$ cat config.mk
export PLATFORM = sky130hd
export DESIGN_NAME = evt_mesh_pmu
export DESIGN_NICKNAME = d
export VERILOG_FILES = /design/src/rtl/pmu_pkg.sv /design/src/rtl/pmu_local_mon.sv /design/src/rtl/pmu_global_bank.sv /design/src/rtl/pmu_csr.sv /design/src/rtl/evt_mesh_pmu.sv
export SDC_FILE = /design/constraint.sdc
export NUM_CORES = 2
export LEC_CHECK = 0
export ABC_AREA = 1
export BUFFER_PORTS_ARGS = -buffer_cell sky130_fd_sc_hd__buf_4
export CAP_MARGIN = 10
export CORE_MARGIN = 2
export CORE_UTILIZATION = 45
export CTS_CLUSTER_SIZE = 30
export DETAILED_ROUTE_END_ITERATION = 16
export GPL_ROUTABILITY_DRIVEN = 0
export SLEW_MARGIN = 20
export SYNTH_ARGS = -nofsm -noshare
export SYNTH_HDL_FRONTEND = slang
export SYNTH_SLANG_ARGS = --single-unit
export TNS_END_PERCENT = 5
$ cat constraint.sdc
create_clock -name clk -period 12.43 [get_ports clk]
set_input_delay 1.243 -clock clk [delete_from_list [all_inputs] [get_ports clk]]
set_output_delay 1.243 -clock clk [all_outputs]
set_load 0.01 [all_outputs]
$ cat src/rtl/pmu_pkg.sv
package pmu_pkg;
    localparam int LCL_PER_MON = 4;
    localparam int SRC_LINES   = 8;
    localparam int SRC_W       = $clog2(SRC_LINES);
    localparam int N_GLB       = 8;
    localparam int GSEL_W      = $clog2(N_GLB);
    localparam int REG_AW      = 8;

    // local counter configuration: target[6:4], line[3:1], enable[0]
    typedef struct packed {
        logic [GSEL_W-1:0] tgt;
        logic [SRC_W-1:0]  src;
        logic              en;
    } lcfg_t;

    localparam int LCFG_W = $bits(lcfg_t);

    localparam logic [REG_AW-1:0] A_CTRL = 8'h00;
    localparam logic [REG_AW-1:0] A_STS  = 8'h01;
    localparam logic [REG_AW-1:0] A_MASK = 8'h02;
    localparam logic [REG_AW-1:0] A_CYCM = 8'h03;
    localparam logic [REG_AW-1:0] A_CYC  = 8'h04;
    localparam logic [REG_AW-1:0] A_GLB  = 8'h08;
    localparam logic [REG_AW-1:0] A_LCFG = 8'h40;
    localparam logic [REG_AW-1:0] A_LCNT = 8'h80;
endpackage

$ cat src/rtl/pmu_local_mon.sv
module pmu_local_mon
    import pmu_pkg::*;
#(
    parameter int LCL_W = 16
) (
    input  logic                                  clk,
    input  logic                                  rst_n,
    input  logic                                  run,
    input  logic [SRC_LINES-1:0]                  evt,
    input  lcfg_t [LCL_PER_MON-1:0]               cfg,
    input  logic [LCL_PER_MON-1:0]                cnt_wr,
    input  logic [LCL_W-1:0]                      wdata,
    output logic [LCL_PER_MON-1:0][LCL_W-1:0]     cnt,
    output logic [LCL_PER_MON-1:0]                ovf
);
    typedef struct packed {
        logic [LCL_PER_MON-1:0][LCL_W-1:0] cnt;
        logic [LCL_PER_MON-1:0]            ovf;
    } mon_st_t;

    mon_st_t st_d, st_q;

    always_comb begin
        st_d = st_q;
        for (int k = 0; k < LCL_PER_MON; k++) begin
            st_d.ovf[k] = 1'b0;
            if (cnt_wr[k]) begin
                st_d.cnt[k] = wdata;
            end else if (run && cfg[k].en && evt[cfg[k].src]) begin
                st_d.cnt[k] = st_q.cnt[k] + 1'b1;
                st_d.ovf[k] = &st_q.cnt[k];
            end
        end
    end

    always_ff @(posedge clk) begin
        if (!rst_n) st_q <= '0;
        else        st_q <= st_d;
    end

    assign cnt = st_q.cnt;
    assign ovf = st_q.ovf;
endmodule

$ cat src/rtl/pmu_global_bank.sv
module pmu_global_bank
    import pmu_pkg::*;
#(
    parameter int N_LCL = 8,
    parameter int GLB_W = 32
) (
    input  logic                              clk,
    input  logic                              rst_n,
    input  logic                              run,
    input  logic [N_LCL-1:0]                  ovf,
    input  lcfg_t [N_LCL-1:0]                 cfg,
    input  logic [N_GLB-1:0]                  cyc_mode,
    input  logic [N_GLB-1:0]                  mask,
    input  logic [N_GLB-1:0]                  cnt_wr,
    input  logic [GLB_W-1:0]                  wdata,
    input  logic [N_GLB-1:0]                  sts_clr,
    output logic [N_GLB-1:0][GLB_W-1:0]       cnt,
    output logic [N_GLB-1:0]                  sts,
    output logic [GLB_W-1:0]                  cyc,
    output logic                              irq
);
    localparam int INC_W = $clog2(N_LCL + 1);

    typedef struct packed {
        logic [N_GLB-1:0][GLB_W-1:0] cnt;
        logic [N_GLB-1:0]            sts;
        logic [GLB_W-1:0]            cyc;
    } glb_st_t;

    glb_st_t st_d, st_q;

    always_comb begin
        logic [INC_W-1:0] inc;
        logic [GLB_W:0]   sum;
        st_d = st_q;
        for (int g = 0; g < N_GLB; g++) begin
            inc = '0;
            if (run) begin
                if (cyc_mode[g]) begin
                    inc = INC_W'(1);
                end else begin
                    for (int l = 0; l < N_LCL; l++) begin
                        inc = inc + INC_W'(ovf[l] && (cfg[l].tgt == GSEL_W'(g)));
                    end
                end
            end
            sum = {1'b0, st_q.cnt[g]} + {{(GLB_W + 1 - INC_W){1'b0}}, inc};
            st_d.sts[g] = st_q.sts[g] & ~sts_clr[g];
            if (cnt_wr[g]) begin
                st_d.cnt[g] = wdata;
            end else begin
                st_d.cnt[g] = sum[GLB_W-1:0];
                if (sum[GLB_W]) st_d.sts[g] = 1'b1;
            end
        end
        if (run) st_d.cyc = st_q.cyc + 1'b1;
    end

    always_ff @(posedge clk) begin
        if (!rst_n) st_q <= '0;
        else        st_q <= st_d;
    end

    assign cnt = st_q.cnt;
    assign sts = st_q.sts;
    assign cyc = st_q.cyc;
    assign irq = |(st_q.sts & mask);
endmodule

$ cat src/rtl/pmu_csr.sv
module pmu_csr
    import pmu_pkg::*;
#(
    parameter int N_LCL  = 8,
    parameter int LCL_W  = 16,
    parameter int GLB_W  = 32,
    parameter int DATA_W = 32
) (
    input  logic                          clk,
    input  logic                          rst_n,
    input  logic [REG_AW-1:0]             reg_addr,
    input  logic                          reg_wr,
    input  logic [DATA_W-1:0]             reg_wdata,
    output logic [DATA_W-1:0]             reg_rdata,
    input  logic [N_LCL-1:0][LCL_W-1:0]   lcnt,
    input  logic [N_GLB-1:0][GLB_W-1:0]   gcnt,
    input  logic [N_GLB-1:0]              sts,
    input  logic [GLB_W-1:0]              cyc,
    output logic                          run,
    output logic [N_GLB-1:0]              mask,
    output logic [N_GLB-1:0]              cyc_mode,
    output lcfg_t [N_LCL-1:0]             lcfg,
    output logic [N_LCL-1:0]              lcnt_wr,
    output logic [N_GLB-1:0]              gcnt_wr,
    output logic [N_GLB-1:0]              sts_clr
);
    typedef struct packed {
        logic                 run;
        logic [N_GLB-1:0]     mask;
        logic [N_GLB-1:0]     cycm;
        lcfg_t [N_LCL-1:0]    lcfg;
    } csr_st_t;

    csr_st_t st_d, st_q;

    always_comb begin
        st_d    = st_q;
        lcnt_wr = '0;
        gcnt_wr = '0;
        sts_clr = '0;
        if (reg_wr) begin
            if (reg_addr == A_CTRL) st_d.run  = reg_wdata[0];
            if (reg_addr == A_MASK) st_d.mask = reg_wdata[N_GLB-1:0];
            if (reg_addr == A_CYCM) st_d.cycm = reg_wdata[N_GLB-1:0];
            if (reg_addr == A_STS)  sts_clr   = reg_wdata[N_GLB-1:0];
            for (int g = 0; g < N_GLB; g++) begin
                if (reg_addr == A_GLB + REG_AW'(g)) gcnt_wr[g] = 1'b1;
            end
            for (int l = 0; l < N_LCL; l++) begin
                if (reg_addr == A_LCFG + REG_AW'(l)) st_d.lcfg[l] = reg_wdata[LCFG_W-1:0];
                if (reg_addr == A_LCNT + REG_AW'(l)) lcnt_wr[l]   = 1'b1;
            end
        end
    end

    always_comb begin
        reg_rdata = '0;
        if (reg_addr == A_CTRL) reg_rdata = DATA_W'(st_q.run);
        if (reg_addr == A_STS)  reg_rdata = DATA_W'(sts);
        if (reg_addr == A_MASK) reg_rdata = DATA_W'(st_q.mask);
        if (reg_addr == A_CYCM) reg_rdata = DATA_W'(st_q.cycm);
        if (reg_addr == A_CYC)  reg_rdata = DATA_W'(cyc);
        for (int g = 0; g < N_GLB; g++) begin
            if (reg_addr == A_GLB + REG_AW'(g)) reg_rdata = DATA_W'(gcnt[g]);
        end
        for (int l = 0; l < N_LCL; l++) begin
            if (reg_addr == A_LCFG + REG_AW'(l)) reg_rdata = DATA_W'(st_q.lcfg[l]);
            if (reg_addr == A_LCNT + REG_AW'(l)) reg_rdata = DATA_W'(lcnt[l]);
        end
    end

    always_ff @(posedge clk) begin
        if (!rst_n) st_q <= '0;
        else        st_q <= st_d;
    end

    assign run      = st_q.run;
    assign mask     = st_q.mask;
    assign cyc_mode = st_q.cycm;
    assign lcfg     = st_q.lcfg;
endmodule

$ cat src/rtl/evt_mesh_pmu.sv
module evt_mesh_pmu
    import pmu_pkg::*;
#(
    parameter int N_MON  = 2,
    parameter int LCL_W  = 16,
    parameter int GLB_W  = 32,
    parameter int DATA_W = 32
) (
    input  logic                       clk,
    input  logic                       rst_n,
    input  logic [N_MON*SRC_LINES-1:0] mon_evt,
    input  logic [REG_AW-1:0]          reg_addr,
    input  logic                       reg_wr,
    input  logic [DATA_W-1:0]          reg_wdata,
    output logic [DATA_W-1:0]          reg_rdata,
    output logic                       irq
);
    localparam int N_LCL = N_MON * LCL_PER_MON;

    logic                          run;
    logic [N_GLB-1:0]              mask;
    logic [N_GLB-1:0]              cyc_mode;
    lcfg_t [N_LCL-1:0]             lcfg;
    logic [N_LCL-1:0]              lcnt_wr;
    logic [N_GLB-1:0]              gcnt_wr;
    logic [N_GLB-1:0]              sts_clr;
    logic [N_LCL-1:0][LCL_W-1:0]   lcnt;
    logic [N_LCL-1:0]              lcl_ovf;
    logic [N_GLB-1:0][GLB_W-1:0]   gcnt;
    logic [N_GLB-1:0]              sts;
    logic [GLB_W-1:0]              cyc_cnt;

    pmu_csr #(.N_LCL(N_LCL), .LCL_W(LCL_W), .GLB_W(GLB_W), .DATA_W(DATA_W)) u_csr (
        .clk(clk), .rst_n(rst_n),
        .reg_addr(reg_addr), .reg_wr(reg_wr), .reg_wdata(reg_wdata), .reg_rdata(reg_rdata),
        .lcnt(lcnt), .gcnt(gcnt), .sts(sts), .cyc(cyc_cnt),
        .run(run), .mask(mask), .cyc_mode(cyc_mode), .lcfg(lcfg),
        .lcnt_wr(lcnt_wr), .gcnt_wr(gcnt_wr), .sts_clr(sts_clr)
    );

    for (genvar m = 0; m < N_MON; m++) begin : g_mon
        pmu_local_mon #(.LCL_W(LCL_W)) u_mon (
            .clk(clk), .rst_n(rst_n), .run(run),
            .evt(mon_evt[m*SRC_LINES +: SRC_LINES]),
            .cfg(lcfg[m*LCL_PER_MON +: LCL_PER_MON]),
            .cnt_wr(lcnt_wr[m*LCL_PER_MON +: LCL_PER_MON]),
            .wdata(reg_wdata[LCL_W-1:0]),
            .cnt(lcnt[m*LCL_PER_MON +: LCL_PER_MON]),
            .ovf(lcl_ovf[m*LCL_PER_MON +: LCL_PER_MON])
        );
    end

    pmu_global_bank #(.N_LCL(N_LCL), .GLB_W(GLB_W)) u_glb (
        .clk(clk), .rst_n(rst_n), .run(run),
        .ovf(lcl_ovf), .cfg(lcfg), .cyc_mode(cyc_mode), .mask(mask),
        .cnt_wr(gcnt_wr), .wdata(reg_wdata[GLB_W-1:0]), .sts_clr(sts_clr),
        .cnt(gcnt), .sts(sts), .cyc(cyc_cnt), .irq(irq)
    );
endmodule

==> summary.txt <==
Cells and area
  – Diode count: 0
  – Final Non-Filler Cells: 5,886
  – Filler cell count: 7,450
  – Share of cells above drive strength 1: 7.266%
  – Most frequent cells in the layout: 874 x nand2_1, 769 x inv_1, 505 x dfxtp_1, 405 x o21ai_0, 391 x nor2_1
  – Layout Area Growth over Synthesis: 10.64%
  – Most common cell after layout, fill and taps aside: nand2_1
  – Nets: 5,042
  – Fin util: 50.24%

Critical path
  – WP depth: 17
  – Critical-path cell list: buf_4, inv_1, nand2_1, nor2_2, nand3_1, inv_2, nand2_1, o21ai_0, a21oi_1, o21ai_0, a21oi_1, nand4_1, o21ai_0, o2111ai_1, a221oi_1, nand4_1, buf_4
  – Origin of the critical flop-to-flop path: u_csr.lcfg[13]
  – Reg2Reg Capture Point: u_glb.sts[3]
  – CP Class: in2out
  – CP top delay family: simple AND/OR/NAND/NOR gates
  – Minimum setup slack among reg-to-reg paths: 6.42 ns
  – Slowest cell on the critical path: nand3_1
  – Most used cell, CP: o21ai_0
  – Slowest cell delay on critical path: 1.02 ns
  – Crit Path Max Fanout: 19
  – Worst endpoint required time: 11.19 ns
  – WP buf/inv: 4
  – Critical Path Source Type: input port
  – Crit path DAT: 5.12 ns
  – Crit end category: output port
  – Reg2Reg Depth: 25

Floorplan
  – Die ar.: 0.07580 mm²
  – I/O Pins: 92
  – Die Height: 275.3 µm
  – Die Width: 275.3 µm
  – Initial Utilization: 45.40%
  – Rows: 99
  – Core area: 0.07296 mm²

Place
  – Port Buf Inserts: 91
  – Dpl hpwl: 91.47 mm
  – Inst Count DP: 5,774

Flow run
  – MaxCap Viol Count: 0

Clock network
  – Hold_buf cts: 0
  – CTS tree: done
  – Num CTS Buffers: 61
  – Post-CTS setup buffer count: 0
  – Clock Path Buffers: 3
  – # H-tree levels: 2
  – Clk slew on worst S/H paths: 0.06 ns
  – CTS sink count: 505
  – Clk Latency, worst-skew pair: 0.66 ns
  – CTS Root Cell: clkbuf_16
  – PostCTS Resize Cnt: 0

STA
  – Slew @ Worst Pin: 1.214 ns
  – Rel. slew slack: 18.29%
  – Final setup viols: 0
  – Minimum hold slack: 0.4696 ns
  – Final Hold Vio Count: 0
  – Setup Skew: 0.03104 ns
  – RSZ-0062 raised after global routing: false
  – Fin crit share: 51.21%
  – Fmax: 0.1571 GHz
  – Minimum clock period: 6.366 ns
  – Max-slew violation count: 0
  – Setup TNS: 0 ns

Hold path
  – Hold Path Depth: 2
  – Worst Hold Launch: g_mon[0].u_mon.cnt[36]
  – Worst Hold Endpoint: g_mon[0].u_mon.cnt[36]
  – Hold Path Class: reg2reg

Synth
  – Synth Flop Type: dfxtp_1
  – Post-synth cell types: 63
  – Sequential element share of the synthesized area: 30.52%
  – Yosys synthesis warning count: 0
  – Gate Count Post-Synth: 4,889
  – Syn nets: 5,053
  – Async SR Flop Fraction: 0%
  – Mean Syn Cell Area: 6.776 µm²
  – Post-synth EDFFs: 0
  – Mapped Area: 0.03313 mm²
  – #FFs+latches synth: 505

Routing
  – Drt total wl: 124.0 mm
  – Via count: 33,410
  – DRC: 0
  – Met1 Routed Length: 51.88 mm
  – 1st-pass router iterations: 8
  – DR WL/cell: 21.07 µm
  – Wire length on met2: 57.21 mm
  – Avg Vias per Cell: 5.677
  – Top routing layer in use: met4
  – Post-DRT Antenna Nets: 0
  – Iter 0 DRT Violations: 3,125
  – Met3 routed WL: 7.905 mm

Pwr
  – Clock Power Share: 51.8%
  – Power density cells: 100.8 mW/mm²
  – Internal Dissipation: 2.796 mW
  – Sw Ratio: 24.31%
  – Comb pwr share: 4.2%
  – Total Power: 3.693 mW
  – Sw power: 0.8979 mW
  – Leak: 15.04 nW
  – VDD IR-drop max: 0.1042 mV
  – Reg power frac: 44.0%

GRT
  – Total Routing Usage GR: 31.85%
  – Grt ovf: 0
  – First-pass GRT wire length: 185.4 mm
  – Largest net degree at the start of global routing: 186
  – Vias in the first global route: 30,740
  – Initial antenna violation count: 2

Status
  – Status: finished, final reports clean
[power by group through the flow]
stage | combinational [mW] | sequential [mW] | clock, mW
after floorplan | 0.0741 | 1.66 | 0
after global placement | 0.152 | 1.66 | 0
after detailed placement | 0.152 | 1.66 | 0
after CTS | 0.153 | 1.63 | 1.93
after global routing | 0.164 | 1.62 | 1.99
final | 0.157 | 1.63 | 1.91
[stage by stage]
step	cell area [µm²]	setup slack (ns)
3_5_place_dp	34530	6.225
3_3_place_gp	34520	6.255
5_1_grt	36650	5.912
6_report	36650	6.064
2_1_floorplan	33130	7.372
4_1_cts	36650	6.217
[synthesized netlist by cell type (18+ instances only)]
cell / count / area share (%)
nand2_1: 874 / 9.9
inv_1: 771 / 8.7
dfxtp_1: 505 / 31
o21ai_0: 405 / 6.1
nor2_1: 398 / 4.5
a21oi_1: 320 / 4.8
xor2_1: 222 / 5.9
clkbuf_1: 168 / 1.9
nand3_1: 159 / 2.4
nor3_1: 130 / 2.0
o21bai_1: 107 / 2.4
nand4_1: 94 / 1.8
o211ai_1: 87 / 2.0
ha_1: 65 / 2.5
xnor2_1: 64 / 1.7
a31oi_1: 63 / 1.2
nor4_1: 48 / 0.91
fa_1: 40 / 2.4
a221oi_1: 38 / 1.0
nor2_2: 27 / 0.51
o221ai_1: 27 / 0.71
a211oi_1: 24 / 0.54
o2111ai_1: 24 / 0.63
o22ai_1: 22 / 0.42
inv_2: 21 / 0.24
buf_2: 18 / 0.27
nor3_2: 18 / 0.54
[worst max path at each step]
stage	startpoint	to	slack, ns
after global routing	reg_addr[6]	reg_rdata[10]	5.91
after global placement	reg_addr[6]	reg_rdata[12]	6.26
after detailed placement	reg_addr[6]	reg_rdata[12]	6.23
final	reg_addr[6]	reg_rdata[12]	6.06
after floorplan	u_csr.lcfg[13]	u_glb.cnt[90]	7.37
after CTS	reg_addr[6]	reg_rdata[12]	6.22
[routing by layer]
layer | global-route usage [%] | vias up
met5 | 0 | -
met4 | 16.47 | 0
met3 | 3.715 | 327
met2 | 52.94 | 1299
met1 | 40.68 | 15660
li1 | - | 16130
[kinds of logic after synthesis]
logic type               synth area share (%)
AND/OR/NAND/NOR                         24.60
adder cells (fa/ha/maj)                 4.872
buffers and inverters                   11.35
AO/OA/AOI/OAI                           21.06
XOR/XNOR                                7.562
multiplexers                          0.03022
flip-flops                              30.52
[area by class of cell]
cell class                 instances  area (µm²)  share of cell area, %
inverter                         798        2998                  8.179
tap                              959        1200                  3.274
timing repair buffer             123       943.4                  2.574
clock inverter                    29       350.3                 0.9559
multi-input combinational       3389       19280                  52.60
clock buffer                      83        1770                  4.831
sequential                       505       10110                  27.58
[worst min-delay path, cell delays in order (launching register included)]
cell	delay (ns)
dfxtp_1	0.31
nand2_1	0.06
a21oi_1	0.06
[registers in the layout (all words and copies together), names as in the netlist]
register         count
g_mon.u_mon.cnt    128
g_mon.u_mon.ovf      8
u_csr.cyc_mode       8
u_csr.lcfg          56
u_csr.mask           8
u_csr.run            1
u_glb.cnt          256
u_glb.cyc           32
u_glb.sts            8
(Power assumes the default switching activity.)
